## src/rtl/fmul_pkg.sv

```systemverilog
// Package: shared widths and the signedness selector for the multiplier.
// Assumes operands are bytes; products are twice that width.
package fmul_pkg;
    localparam int OP_W   = 8;
    localparam int IDX_W  = 5;

    typedef enum logic [1:0] {
        SGN_UU  = 2'b00,
        SGN_SS  = 2'b01,
        SGN_SU  = 2'b10,
        SGN_RSV = 2'b11
    } sgn_mode_e;
endpackage

```

## src/rtl/fmul_ext.sv

```systemverilog
// Module: widens one operand by one bit, sign-extending when it is to be
// read as two's complement and zero-extending otherwise.
// Assumes the caller decides signedness per operand.
module fmul_ext #(
    parameter int W = 8
) (
    input  logic [W-1:0]        val_i,
    input  logic                is_signed_i,
    output logic signed [W:0]   ext_o
);
    // Choose the extension bit from the operand MSB or zero.
    always_comb begin
        ext_o = {is_signed_i & val_i[W-1], val_i};
    end
endmodule

```

## src/rtl/fmul_core.sv

```systemverilog
// Module: combinational multiply with per-operand signedness, optional
// fractional left shift, and carry/zero flag generation.
// Assumes operands were already latched; output is used one edge later.
module fmul_core
    import fmul_pkg::*;
#(
    parameter int W = 8
) (
    input  logic [W-1:0]     a_i,
    input  logic [W-1:0]     b_i,
    input  sgn_mode_e        sgn_i,
    input  logic             frac_i,
    output logic [2*W-1:0]   prod_o,
    output logic             c_o,
    output logic             z_o
);
    localparam int PW = 2 * W;

    logic               a_sgn;
    logic               b_sgn;
    logic signed [W:0]  a_ext;
    logic signed [W:0]  b_ext;
    logic signed [2*W+1:0] full;
    logic [PW-1:0]      raw;

    // Decode which operands are two's complement for this mode.
    always_comb begin
        a_sgn = (sgn_i == SGN_SS) || (sgn_i == SGN_SU);
        b_sgn = (sgn_i == SGN_SS);
    end

    // One extender per operand, built from a generate loop.
    for (genvar g = 0; g < 2; g++) begin : g_ext
        if (g == 0) begin : g_a
            fmul_ext #(.W(W)) u_ext (.val_i(a_i), .is_signed_i(a_sgn), .ext_o(a_ext));
        end else begin : g_b
            fmul_ext #(.W(W)) u_ext (.val_i(b_i), .is_signed_i(b_sgn), .ext_o(b_ext));
        end
    end

    // Multiply the widened operands and keep the low product bits.
    always_comb begin
        full = (2*W+2)'(a_ext) * (2*W+2)'(b_ext);
        raw  = full[PW-1:0];
    end

    // Apply the fractional shift and derive the flags.
    always_comb begin
        prod_o = frac_i ? {raw[PW-2:0], 1'b0} : raw;
        c_o    = raw[PW-1];
        z_o    = (prod_o == '0);
    end
endmodule

```

## src/rtl/fmul_ctrl.sv

```systemverilog
// Module: two-cycle sequencer. Accepts a start when idle, holds busy for
// one cycle, then pulses done for one cycle.
// Assumes start is a level sampled at each rising edge.
module fmul_ctrl (
    input  logic clk,
    input  logic rst_n,
    input  logic start_i,
    output logic accept_o,
    output logic busy_o,
    output logic done_o
);
    // Accept a start only while idle.
    always_comb begin
        accept_o = start_i && !busy_o;
    end

    // Advance busy and done each edge.
    always_ff @(posedge clk) begin
        if (!rst_n) begin
            busy_o <= 1'b0;
            done_o <= 1'b0;
        end else begin
            busy_o <= accept_o;
            done_o <= busy_o;
        end
    end

    a_r6_done_follows_busy: assert property (@(posedge clk) disable iff (!rst_n)
        busy_o |=> (done_o && !busy_o));
    a_r6_done_single: assert property (@(posedge clk) disable iff (!rst_n)
        done_o |=> !done_o);
    a_r7_busy_after_accept: assert property (@(posedge clk) disable iff (!rst_n)
        (start_i && !busy_o) |=> busy_o);
    a_r7_start_ignored: assert property (@(posedge clk) disable iff (!rst_n)
        (busy_o && start_i) |=> !busy_o);
endmodule

```

## src/rtl/frac_mul_unit.sv

```systemverilog
// Module: top of the two-cycle 8x8 multiplier. Latches operands and mode on
// an accepted start, computes on the following edge and registers product
// and flags together with the done pulse. Product targets a fixed pair.
// Assumes synchronous active-low reset.
module frac_mul_unit
    import fmul_pkg::*;
#(
    parameter int W         = OP_W,
    parameter int IW        = IDX_W,
    parameter int DEST_HI   = 1,
    parameter int DEST_LO   = 0
) (
    input  logic            clk,
    input  logic            rst_n,
    input  logic            start_i,
    input  logic [2:0]      mode_i,
    input  logic [W-1:0]    opa_i,
    input  logic [W-1:0]    opb_i,
    output logic            busy_o,
    output logic            done_o,
    output logic [2*W-1:0]  prod_o,
    output logic            flag_z_o,
    output logic            flag_c_o,
    output logic [IW-1:0]   dest_hi_o,
    output logic [IW-1:0]   dest_lo_o
);
    localparam int PW = 2 * W;

    logic           accept;
    logic [W-1:0]   a_q;
    logic [W-1:0]   b_q;
    sgn_mode_e      sgn_q;
    logic           frac_q;
    logic [PW-1:0]  core_prod;
    logic           core_c;
    logic           core_z;

    fmul_ctrl u_ctrl (
        .clk      (clk),
        .rst_n    (rst_n),
        .start_i  (start_i),
        .accept_o (accept),
        .busy_o   (busy_o),
        .done_o   (done_o)
    );

    // Latch operands and mode when a start is accepted.
    always_ff @(posedge clk) begin
        if (!rst_n) begin
            a_q    <= '0;
            b_q    <= '0;
            sgn_q  <= SGN_UU;
            frac_q <= 1'b0;
        end else if (accept) begin
            a_q    <= opa_i;
            b_q    <= opb_i;
            sgn_q  <= sgn_mode_e'(mode_i[1:0]);
            frac_q <= mode_i[2];
        end
    end

    fmul_core #(.W(W)) u_core (
        .a_i    (a_q),
        .b_i    (b_q),
        .sgn_i  (sgn_q),
        .frac_i (frac_q),
        .prod_o (core_prod),
        .c_o    (core_c),
        .z_o    (core_z)
    );

    // Register product and flags on the second edge of an operation.
    always_ff @(posedge clk) begin
        if (!rst_n) begin
            prod_o   <= '0;
            flag_c_o <= 1'b0;
            flag_z_o <= 1'b0;
        end else if (busy_o) begin
            prod_o   <= core_prod;
            flag_c_o <= core_c;
            flag_z_o <= core_z;
        end
    end

    // Report the fixed destination pair.
    always_comb begin
        dest_hi_o = IW'(DEST_HI);
        dest_lo_o = IW'(DEST_LO);
    end

    a_r5_zero_flag: assert property (@(posedge clk) disable iff (!rst_n)
        done_o |-> (flag_z_o == (prod_o == '0)));
    a_r3_frac_lsb: assert property (@(posedge clk) disable iff (!rst_n)
        (busy_o && frac_q) |=> (prod_o[0] == 1'b0));
    a_r6_result_hold: assert property (@(posedge clk) disable iff (!rst_n)
        (!busy_o && rst_n) |=> $stable(prod_o));
endmodule

```

## config.mk

```make
export PLATFORM = sky130hd
export DESIGN_NAME = frac_mul_unit
export DESIGN_NICKNAME = d
export VERILOG_FILES = /design/src/rtl/fmul_pkg.sv /design/src/rtl/fmul_ext.sv /design/src/rtl/fmul_core.sv /design/src/rtl/fmul_ctrl.sv /design/src/rtl/frac_mul_unit.sv
export SDC_FILE = /design/constraint.sdc
export NUM_CORES = 1
export LEC_CHECK = 0
export ABC_CLOCK_PERIOD_IN_PS = 18200
export CAP_MARGIN = 15
export CORE_MARGIN = 2
export CORE_UTILIZATION = 36
export CTS_CLUSTER_SIZE = 12
export DETAILED_ROUTE_END_ITERATION = 7
export DONT_BUFFER_PORTS = 1
export GPL_ROUTABILITY_DRIVEN = 1
export PLACE_DENSITY = 0.59
export SLEW_MARGIN = 15
export SYNTH_ARGS = -nofsm -noshare
export SYNTH_HDL_FRONTEND = slang
export SYNTH_SLANG_ARGS = --single-unit
```

## constraint.sdc

```tcl
create_clock -name clk -period 18.2 [get_ports clk]
set_clock_uncertainty 0.1 [all_clocks]
set_input_delay 1.82 -clock clk [delete_from_list [all_inputs] [get_ports clk]]
set_output_delay 1.82 -clock clk [all_outputs]
set_load 0.1 [all_outputs]
```

# Word-level counts from Yosys, hierarchy flattened
# Cells that the tools add are included.
[totals]
elab_cells = 19
ff_bits = 39
inputBits = 22
output_inout_bits = 30
[classes]
n_eq_ne = 2
n_reduce_logical = 4
n_bitwise = 2
mul = 1
mux = 1
[op_table]
columns = ["cell", "count"]
rows = [
  ["16-bit zero test", 1],
  ["9-bit by 9-bit multiplier with 16-bit output", 1],
  ["16-bit 2-to-1 mux", 1],
  ["1-bit bitwise AND", 2],
  ["2-bit by 1-bit == test with 1-bit output, second input constant", 1],
  ["2-bit == test, second input constant", 1],
  ["1-bit logical AND", 1],
  ["1-bit zero test", 1],
  ["1-bit logical OR", 1],
]

# Depth between registers and ports, before layout
[depth]
ltp_word = 6
ltp_mapped = 21
depth_no_buf = 21

# Hierarchy
# A second synthesis with hierarchy kept.
[hier_totals]
cells_unflattened = 502
hier_area_um2 = 4695.8
[by_module_without_submodules]
columns = ["mod", "seq_area_each_um2", "cells_per_inst", "area_each_um2", "n_inst"]
rows = [
  ["fmul_core", 0.0, 349, 2997.9, 1],
  ["frac_mul_unit", 740.7, 130, 1498.9, 1],
  ["fmul_ext", 0.0, 9, 66.3, 2],
  ["fmul_ctrl", 40.0, 5, 66.3, 1],
]

# Worst setup path before layout
# Ideal clock, no wire load.
[synth_path]
kind = "flip-flop to flip-flop"
start = "reg sgn_q[1]"
end = "reg flag_z_o"
path_buffers = 0
slack_ns = 12.453
required_time_ns = 18.043
period_less_slack_ns = 5.747
path_stages_with_launch = 21
t_arrival_ns = 5.590
setup_time_ns = 0.057
cell_sequence = "dfxtp_1 inv_1 ha_1 nor2b_1 nand2_1 fa_1 inv_1 fa_1 fa_1 fa_1 inv_1 fa_1 inv_1 ha_1 inv_1 o21bai_2 xnor2_1 or4b_1 a2111o_1 a2111oi_2 a21bo_1"
[synth_via]
elab_chain_len = 6
word_cells_on_any_way = 8
classes_between = "mul: 1; eq/ne: 2; mux: 1; bitwise: 2; reduce/logical: 2"
[synth_lines]
columns = ["item", "line_no", "text"]
rows = [
  ["from (decl)", "frac_mul_unit.sv:32", "sgn_mode_e sgn_q;"],
  ["from (signal assigned)", "frac_mul_unit.sv:57", "sgn_q <= sgn_mode_e'(mode_i[1:0]);"],
  ["2-bit by 1-bit == test with 1-bit output or 2-bit == test (tied branches)", "fmul_core.sv:28, fmul_core.sv:29", ""],
  ["1-bit logical OR", "fmul_core.sv:28", "a_sgn = (sgn_i == SGN_SS) || (sgn_i == SGN_SU);"],
  ["1-bit bitwise AND", "fmul_ext.sv:13", "ext_o = {is_signed_i & val_i[W-1], val_i};"],
  ["9-bit by 9-bit multiplier with 16-bit output (*)", "fmul_core.sv:43", "full = (2*W+2)'(a_ext) * (2*W+2)'(b_ext);"],
  ["16-bit 2-to-1 mux (*)", "fmul_core.sv:49", "prod_o = frac_i ? {raw[PW-2:0], 1'b0} : raw;"],
  ["16-bit zero test (*)", "fmul_core.sv:51", "z_o = (prod_o == '0);"],
  ["to (signal assigned)", "frac_mul_unit.sv:81", "flag_z_o <= core_z;"],
  ["to (decl)", "frac_mul_unit.sv:22", "output logic flag_z_o,"],
]
# Every way passes the cells marked *; elsewhere a longest branch is shown, timed or not.
# A chain may end at the register's enable or synchronous reset.

# Worst setup path in the final report
[layout_path]
start = "reg b_q[7]"
end = "reg flag_z_o"
[layout_via]
elab_chain_len = 4
[layout_lines]
columns = ["item", "line_no", "text"]
rows = [
  ["from (decl)", "frac_mul_unit.sv:31", "logic [W-1:0] b_q;"],
  ["from (signal assigned)", "frac_mul_unit.sv:56", "b_q <= opb_i;"],
  ["1-bit bitwise AND", "fmul_ext.sv:13", ""],
  ["9-bit by 9-bit multiplier with 16-bit output (*)", "fmul_core.sv:43", ""],
  ["16-bit 2-to-1 mux (*)", "fmul_core.sv:49", ""],
  ["16-bit zero test (*)", "fmul_core.sv:51", ""],
]
# Marked as above.

==> impl_summary.log <==
[metrics] CTS root buf: sky130_fd_sc_hd__clkbuf_16
[metrics] pre-CTS setup slack: 12140 ps
[metrics] Site Rows: 40
[metrics] slew at the pin closest to its max-slew limit: 1010 ps
[metrics] Peak Freq: 164 MHz
[metrics] arrival time at the worst endpoint: 6220 ps
[metrics] kind of cell adding the most delay to the critical path: adder cells
[metrics] DRC violation count after routing: 0
[metrics] port bufs: 0
[metrics] number of H-tree branching levels: 2
[metrics] Post-Route Utilization: 38.8%
[metrics] final setup violation count: 0
[metrics] type of the setup path with the least slack: flop to flop
[metrics] met3 routing resource usage after global routing: 1.73%
[metrics] fin worst setup slack: 12110 ps
[metrics] average wire length per cell after detail routing: 14.0 um
[metrics] period utilization: 33.5%
[metrics] maximum fanout encountered on the critical timing path: 11
[metrics] maximum ir drop on the vdd rail: 45.9 uV
[metrics] total routing usage reported by global routing: 15.6%
[metrics] RSZ-0062 raised after global routing: no
[metrics] proportion of layout cells with a drive suffix above 1: 4.66%
[metrics] category of the worst setup path capture point: flop
[metrics] Die Height: 116 um
[metrics] routed via count: 3139
[metrics] detail-routed via count per cell: 4.74
[metrics] sequential-to-total area share from yosys stat: 17.4%
[metrics] most frequent cell on the critical path: sky130_fd_sc_hd__fa_1
[metrics] cell-by-cell trace of the critical path: nand2_1 > or2_2 > fa_1 > fa_1 > inv_1 > fa_1 > fa_1 > inv_1 > fa_1 > inv_1 > ha_1 > inv_1 > o21bai_2 > xnor2_1 > or4b_1 > a2111o_1 > a2111oi_2 > a21bo_1
[metrics] antenna diode count: 0
[metrics] clock slew at reported path FFs: 60 ps
[metrics] antenna violations before repair: 0
[metrics] met1 global-route usage: 21.9%
[metrics] Die Wd: 116 um
[metrics] maximum buffer depth of the clock tree: 2
[metrics] number of flops mapped to enable cells by yosys: 0
[metrics] post-synthesis area per instance: 8.72 um^2
[metrics] DR iter-0 viols: 108
[metrics] class of the worst hold path: flop to flop
[metrics] final-report max-slew violation count: 0
[metrics] Post-Syn Area: 4490 um^2
[metrics] worst-path cell with the longest stage delay: sky130_fd_sc_hd__fa_1
[metrics] Leakage Power: 2.35 nW
[metrics] nets: 613
[metrics] Final TNS setup: 0 ps
[metrics] detailed placer's ending HPWL: 7480 um
[metrics] async set or reset register ratio after synthesis: 0%
[metrics] worst path required time: 18320 ps
[metrics] # IOs: 52
[metrics] busiest layer in global routing: met2
[metrics] maximum number of pins on one net before global-route repair: 40
[metrics] Core Box Area: 12100 um^2
[metrics] stage delay of the slowest cell on the critical path: 540 ps
[metrics] initial core utilization: 37.1%
[metrics] CTS tree: built
[metrics] count of buffers added by post-CTS timing repair for setup: 0
[metrics] worst hold-check slack: 357 ps
[metrics] buffering stage count on the worst path with inverters included: 4
[metrics] number of warnings reported in the yosys synthesis log: 0
[metrics] top post-synthesis cells by count: sky130_fd_sc_hd__nand2_1 (89), sky130_fd_sc_hd__inv_1 (84), sky130_fd_sc_hd__fa_1 (63)
[metrics] worst skew pair latency: 280 ps
[metrics] overall power: 0.000256 W
[metrics] GRT met2 Usage: 25.9%
[metrics] top flip-flop cell by instance count after synthesis: sky130_fd_sc_hd__dfxtp_1
[metrics] most frequent cell after synthesis: sky130_fd_sc_hd__nand2_1
[metrics] gpl congestion: 0.838
[metrics] element type at the critical path start: flop
[metrics] clock sink count: 39
[metrics] antenna-violating nets left: 0
[metrics] via count of the first global-routing pass: 3316
[metrics] count of hold buffers inserted by post-cts repair: 0
[metrics] number of flip-flops and latches in the synthesized netlist: 39
[metrics] post-detailed-routing wire length: 9290 um
[metrics] area share of the leading cell type in the synthesized netlist: 28.1%
[metrics] post_cts resized: 0
[metrics] post-synthesis to final-layout area growth: 4.68%
[metrics] leftover overflow at the end of global routing: 0
[metrics] number of optimization iterations in the first detailed-route pass: 4
[metrics] top cells by area, synth: sky130_fd_sc_hd__fa_1 (28%), sky130_fd_sc_hd__dfxtp_1 (17%), sky130_fd_sc_hd__ha_1 (9.5%), sky130_fd_sc_hd__nand2_1 (7.4%), sky130_fd_sc_hd__inv_1 (7.0%)
[metrics] wire length of the first global-routing pass: 16500 um
[metrics] outcome: complete, no violations
[metrics] die area: 13400 um^2
[metrics] count of cell types in the netlist: 47
[metrics] number of endpoints with negative hold slack in the final report: 0
[metrics] number of clock buffers inserted by TritonCTS: 5
[metrics] number of maximum-capacitance constraint violations: 0
[metrics] worst max-slew margin expressed relative to the limit: 32.6%
[metrics] post-route minimum period: 6090 ps
[metrics] Post-Synthesis Cells: 515
[metrics] pwr/cell area: 54.4 nW/um^2
[metrics] cell taking the most area after synthesis: sky130_fd_sc_hd__fa_1
-- layout by cell type (no fill, tap or decap), types with 2 or more instances in the layout --
cell                        synthesis  final
sky130_fd_sc_hd__nor3b_1            2      2
sky130_fd_sc_hd__nor2_1            17     17
sky130_fd_sc_hd__o211a_1            7      7
sky130_fd_sc_hd__o21ai_0            6      6
sky130_fd_sc_hd__a211oi_1           2      2
sky130_fd_sc_hd__xnor2_2            2      2
sky130_fd_sc_hd__a21boi_0           9      9
sky130_fd_sc_hd__nand3_1            3      3
sky130_fd_sc_hd__ha_1              34     34
sky130_fd_sc_hd__dfxtp_1           39     38
sky130_fd_sc_hd__fa_1              63     63
sky130_fd_sc_hd__a21boi_1          10     10
sky130_fd_sc_hd__and2_1            38     38
sky130_fd_sc_hd__nand2_1           89     89
sky130_fd_sc_hd__xnor2_1           14     14
sky130_fd_sc_hd__clkbuf_16          0      5
sky130_fd_sc_hd__a21oi_1           10     10
sky130_fd_sc_hd__a31oi_1            2      2
sky130_fd_sc_hd__or2_2              2      2
sky130_fd_sc_hd__xor2_1             2      2
sky130_fd_sc_hd__nor3_1             2      2
sky130_fd_sc_hd__o21ai_1            3      3
sky130_fd_sc_hd__a21oi_2            2      2
sky130_fd_sc_hd__mux2i_1           10     10
sky130_fd_sc_hd__conb_1             2     10
sky130_fd_sc_hd__o211ai_1           2      2
sky130_fd_sc_hd__nor2b_1            5      5
sky130_fd_sc_hd__inv_1             84     84
-- stage by stage --
| stage | instance area, um^2 | cells |
|---|---|---|
| 4_1_cts | 4690 | 661 |
| 6_report | 4700 | 662 |
| 3_3_place_gp | 4540 | 654 |
| 3_5_place_dp | 4540 | 654 |
| 5_1_grt | 4700 | 662 |
| 2_1_floorplan | 4520 | 523 |
-- cells by family (layout without fill, tap and decap cells) --
group	Yosys count	in the layout	synth area share [%]
compound gates	62	62	10.3
mux	11	11	2.48
other cells	2	10	0.167
simple gates	163	163	16.9
xor+xnor	18	18	3.85
buf+inv	123	94	11.3
fa+ha+maj	97	97	37.6
flops	39	39	17.4
-- sequential cells by signal, summed over array words and instances, names as in the netlist --
name,cells
prod_o,16
u_ctrl.busy_o,1
a_q,8
frac_q,1
sgn_q,2
flag_c_o,1
flag_z_o,1
u_ctrl.done_o,1
b_q,8
-- final timing paths --
path | endpoint | slack [ps] | startpoint | depth (start not counted)
worst max-delay path | flag_z_o$_SDFFE_PN0P_ | 12110 | b_q[7]$_SDFFE_PN0P_ | 18
worst min-delay path | sgn_q[0]$_SDFFE_PN0P_ | 360 | sgn_q[0]$_SDFFE_PN0P_ | 2
worst max register to register | flag_z_o$_SDFFE_PN0P_ | 12110 | b_q[7]$_SDFFE_PN0P_ | 18
worst min register to register | sgn_q[0]$_SDFFE_PN0P_ | 360 | sgn_q[0]$_SDFFE_PN0P_ | 2
-- cell type report --
class / instances / area [um^2]
Multi-Input combinational cell: 361 / 3230
Sequential cell: 39 / 782
Clock inverter: 1 / 8.76
Tap cell: 168 / 210
Inverter: 86 / 323
Timing Repair Buffer: 1 / 7.51
Fill cell: 1284 / 7410
Clock buffer: 6 / 139
-- worst reg2reg max path: cells and delay by family, from the launching register on --
family | cells | cell delay (ps)
AND/OR/NAND/NOR | 3 | 1190
buffers and inverters | 4 | 240
AO/OA/AOI/OAI | 4 | 860
flip-flops | 1 | 530
XOR/XNOR | 1 | 230
adder cells (fa/ha/maj) | 6 | 2870
-- report_power, final --
| group | total [W] | leakage (nW) | switching [W] | internal [W] |
|---|---|---|---|---|
| registers | 0.000119 | 0.320 | 0.0000284 | 0.0000904 |
| clock network | 0.0000879 | 0.0733 | 0.0000337 | 0.0000542 |
| logic | 0.0000491 | 1.96 | 0.0000312 | 0.0000179 |
| total | 0.000256 | 2.35 | 0.0000932 | 0.000163 |
-- routing by layer --
layer	vias up	share of wire, %
met5	-	0
met4	0	1.6
met3	10	3.5
met2	56	49
met1	1546	46
li1	1527	-
(Power assumes the default switching activity.)
